--- src/rtl/pci_irq_router.sv ---
module pci_irq_router #(
  parameter int NSRC    = 8,
  parameter int DEVFN_W = 8,
  parameter int PIN_W   = 2,
  parameter int NLINE   = 32,
  parameter int MAP_W   = 32,
  parameter int EN_BIT  = 31,
  parameter int FN1_OFS = 16
) (
  input  logic                     clk,
  input  logic                     rst_n,
  input  logic [NSRC-1:0]          src_level,
  input  logic [NSRC-1:0]          src_on_bridge,
  input  logic [NSRC*DEVFN_W-1:0]  src_devfn,
  input  logic [NSRC*PIN_W-1:0]    src_pin,
  input  logic [(NLINE/4)*MAP_W-1:0] map_regs,
  output logic [NLINE-1:0]         irq_out
);
  localparam int NMAP  = NLINE / 4;
  localparam int LW    = $clog2(NLINE);
  localparam int IDX_W = LW + 1;

  logic [NLINE-1:0] req;
  logic [NLINE-1:0] line_en;

  function automatic logic [IDX_W-1:0] line_of(input logic br,
                                               input logic [DEVFN_W-1:0] df,
                                               input logic [PIN_W-1:0] pin);
    if (br)
      return IDX_W'({df[4:3], 2'b00}) + IDX_W'(pin);
    else
      return (df[0] ? IDX_W'(FN1_OFS) : IDX_W'(0)) + IDX_W'(pin);
  endfunction

  always_comb begin
    logic [IDX_W-1:0] idx;
    req = '0;
    for (int s = 0; s < NSRC; s++) begin
      idx = line_of(src_on_bridge[s], src_devfn[s*DEVFN_W +: DEVFN_W],
                    src_pin[s*PIN_W +: PIN_W]);
      if (src_level[s] && (int'(idx) < NLINE))
        req[idx[LW-1:0]] = 1'b1;
    end
  end

  for (genvar n = 0; n < NLINE; n++) begin : g_en
    assign line_en[n] = map_regs[(n / 4) * MAP_W + EN_BIT];
  end

  always_ff @(posedge clk or negedge rst_n)
    if (!rst_n) irq_out <= '0;
    else        irq_out <= req & line_en;

  logic unused_bits;
  assign unused_bits = ^{map_regs, src_devfn, NMAP};
endmodule

--- config.mk ---
export PLATFORM = sky130hd
export DESIGN_NAME = pci_irq_router
export DESIGN_NICKNAME = d
export VERILOG_FILES = /design/src/rtl/pci_irq_router.sv
export SDC_FILE = /design/constraint.sdc
export NUM_CORES = 1
export LEC_CHECK = 0
export ABC_CLOCK_PERIOD_IN_PS = 800
export BUFFER_PORTS_ARGS = -buffer_cell sky130_fd_sc_hd__buf_2
export CAP_MARGIN = 20
export CORE_AREA = 2 2 149 151
export CTS_CLUSTER_DIAMETER = 120
export DETAILED_ROUTE_END_ITERATION = 10
export DIE_AREA = 0 0 151 153
export GPL_ROUTABILITY_DRIVEN = 0
export GPL_TIMING_DRIVEN = 0
export SYNTH_ARGS = -nofsm -noshare
export SYNTH_HDL_FRONTEND = slang
export SYNTH_SLANG_ARGS = --single-unit
--- constraint.sdc ---
create_clock -name clk -period 0.8 [get_ports clk]
set_input_delay 0.16 -clock clk [delete_from_list [all_inputs] [get_ports clk]]
set_output_delay 0.16 -clock clk [all_outputs]
set_load 0.005 [all_outputs]
==> results.sh <==
export IMPL_status="finished, violations left"
export IMPL_violations="negative hold slack, negative setup slack"
export IMPL_combPwrFrac=0.291
export IMPL_tritoncts="yes"
export IMPL_grt_max_degree=33
export IMPL_finalCritPeriodShare=1.62
export IMPL_dr_pass1_iters=5
export IMPL_power_switching_uw=1550
export IMPL_p_clk_frac=0.369
export IMPL_clk_pin_slew_worst_paths_ns=0.06
export IMPL_syn_avg_cell_area_um2=8.96
export IMPL_drc=0
export IMPL_avgViaCountPerCell=4.56
export IMPL_setup_viol=52
export IMPL_synth_area_mm2=0.00232
export IMPL_period_minus_slack_ns=1.30
export IMPL_cts_buffers=5
export IMPL_wirelength_mm=12.6
export IMPL_seqPwrFrac=0.340
export IMPL_top_register="irq_out"
export IMPL_yosysMostFrequentCell="o22ai_1"
export IMPL_crit_path_end_kind="flip-flop"
export IMPL_yosys_warnings=0
export IMPL_cp_buffers_inverters=1
export IMPL_ys_async_sr_fraction=1.00
export IMPL_io_pins=386
export IMPL_netlist_area_leader_share=0.345
export IMPL_first_global_vias=2939
export IMPL_hold_worst_slack_ns=-0.0454
export IMPL_ys_flop_type="dfrtp_1"
export IMPL_grt_overflow=0
export IMPL_drive_gt1_frac=0.490
export IMPL_num_rows=54
export IMPL_hold_class="in -> async"
export IMPL_cp_slowest_cell="or4_4"
export IMPL_antennaDiodeCount=0
export IMPL_max_slew_margin=0.485
export IMPL_critical_path_top_delay_family="simple AND/OR/NAND/NOR gates"
export IMPL_antenna_found_initial=0
export IMPL_dieArea_mm2=0.0231
export IMPL_leakage_uw=0.00166
export IMPL_cp_required_ns=0.96
export IMPL_synth_seq_cells=32
export IMPL_place_ws_ns=-0.806
export IMPL_yosysSeqAreaShare=0.345
export IMPL_cp_arrival_ns=1.45
export IMPL_start_util=0.108
export IMPL_crit_fanout=4
export IMPL_reg_top3="irq_out: 32 flops"
export IMPL_power_density_mw_per_mm2=1210
export IMPL_startpoint_type="primary input"
export IMPL_setup_slack_ns=-0.497
export IMPL_core_mm2=0.0215
export IMPL_antenna_left=0
export IMPL_grt_setup_unrepaired="true"
export IMPL_dp_cells=639
export IMPL_hpwl_mm=9.50
export IMPL_portBuffers=89
export IMPL_area_growth_pct=81.7
export IMPL_synth_edf_count=0
export IMPL_clkSinkCount=32
export IMPL_worst_ir_drop_vdd_v=0.000607
export IMPL_internal_power_uw=3540
export IMPL_final_hold_violation_count=32
export IMPL_stdcell_count=684
export IMPL_yosysTopAreaCell="dfrtp_1"
export IMPL_fmax_mhz=771
export IMPL_drt_iter0_markers=526
export IMPL_worstMarginPinSlew_ns=0.772
export IMPL_fin_nets=757
export IMPL_die_w_um=151
export IMPL_slowest_delay_ns=0.54
export IMPL_yosys_top_cells_count="o22ai_1 (38), nand3b_1 (37), dfrtp_1 (32), nor2_1 (15), o31a_1 (15)"
export IMPL_path_class="in -> reg"
export IMPL_grt_pass1_wl_mm=17.9
export IMPL_max_clock_path_buffers=2
export IMPL_largest_register_ffs=32
export IMPL_die_h_um=153
export IMPL_root_buffer="clkbuf_16"
export IMPL_ys_top_cells_by_area="dfrtp_1 (35%), nand3b_1 (12%), o22ai_1 (10%)"
export IMPL_drv_cap=0
export IMPL_vias=3119
export IMPL_crit_chain="buf_8, nand4b_1, nor3_2, or4_4, o31a_1"
export IMPL_grt_usage=0.104
export IMPL_drv_slew=0
export IMPL_yosysUniqueCellTypes=35
export IMPL_swShare=0.304
export IMPL_wl_per_cell_um=18.4
export IMPL_syn_inst=259
export IMPL_h_tree_depth=2
worst paths after layout:
kind	startpoint	end	slack, ns	cells after the start
setup / recovery	src_level[6]	irq_out[4]	-0.50	5
hold / removal	rst_n	irq_out[10]	-0.05	1
max in group asynchronous	rst_n	irq_out[6]	0.35	1
min in group clk	map_regs[63]	irq_out[6]	0.14	2
per-layer routing:
layer,global-route usage,vias up,routed length [µm],share of wire
met4,0.0414,0,571,0.045
met3,0.0212,64,1380,0.11
met2,0.173,260,5930,0.47
met1,0.129,1447,4740,0.38
li1,-,1348,-,-
met5,0,-,0,0
timing repair:
item                                    in CTS  in global routing
resized for setup                           99                 29
pin swaps                                   37                 20
setup buffers                               39                  9
endpoints found under the hold margin        8                  0
endpoints found under the setup margin      52                 52
per-stage QoR:
stage	TNS (ns)	util	instance area (µm²)	hold slack [ns]	power [µW]
finish	-9.79	0.196	4220	-0.0454	5090
global route	-11.06	0.196	4220	0.0261	5350
CTS	-9.54	0.189	4070	-0.00336	5090
detailed placement	-13.01	0.152	3270	0.300	2830
global placement	-12.30	0.152	3270	0.289	2830
floorplan	-4.85	-	2470	-0.136	2250
cells in the final DEF (no fill, tap or decap), drive strengths merged, types with 4 or more instances in the layout:
| cell type | count |
|---|---|
| nand3 | 10 |
| nand3b | 37 |
| nand4 | 7 |
| buf | 132 |
| or3 | 4 |
| nand2 | 7 |
| dfrtp | 32 |
| nor2 | 15 |
| or3b | 4 |
| o221ai | 6 |
| nand4b | 7 |
| conb | 12 |
| nor3 | 10 |
| o41a | 4 |
| clkbuf | 7 |
| o22ai | 38 |
| o32ai | 7 |
| o21ai | 8 |
| o31a | 15 |
| o22a | 6 |
| nor3b | 5 |
| nand2b | 12 |
power groups by stage:
stage	logic, µW	clock network (µW)	registers (µW)
floorplan	479	0	1770
global placement	1060	0	1760
detailed placement	1070	0	1760
CTS	1370	1990	1730
global route	1560	2050	1740
finish	1480	1880	1730
layout make-up:
| type | instances | area (µm²) |
|---|---|---|
| tap | 280 | 350 |
| clock inverter | 3 | 18.8 |
| buffer | 5 | 41.3 |
| inverter | 3 | 11.3 |
| sequential | 32 | 801 |
| timing repair buffer | 129 | 1000 |
| fill | 2396 | 17300 |
| clock buffer | 5 | 125 |
| multi-input combinational | 227 | 1860 |
logic make-up after synthesis:
logic type | synth area share
buffers and inverters | 0.0226
DFF | 0.345
other | 0.00162
and+or+nand+nor | 0.342
AOI/OAI and AO/OA | 0.288
No activity file was read; power rests on OpenSTA's default activity.
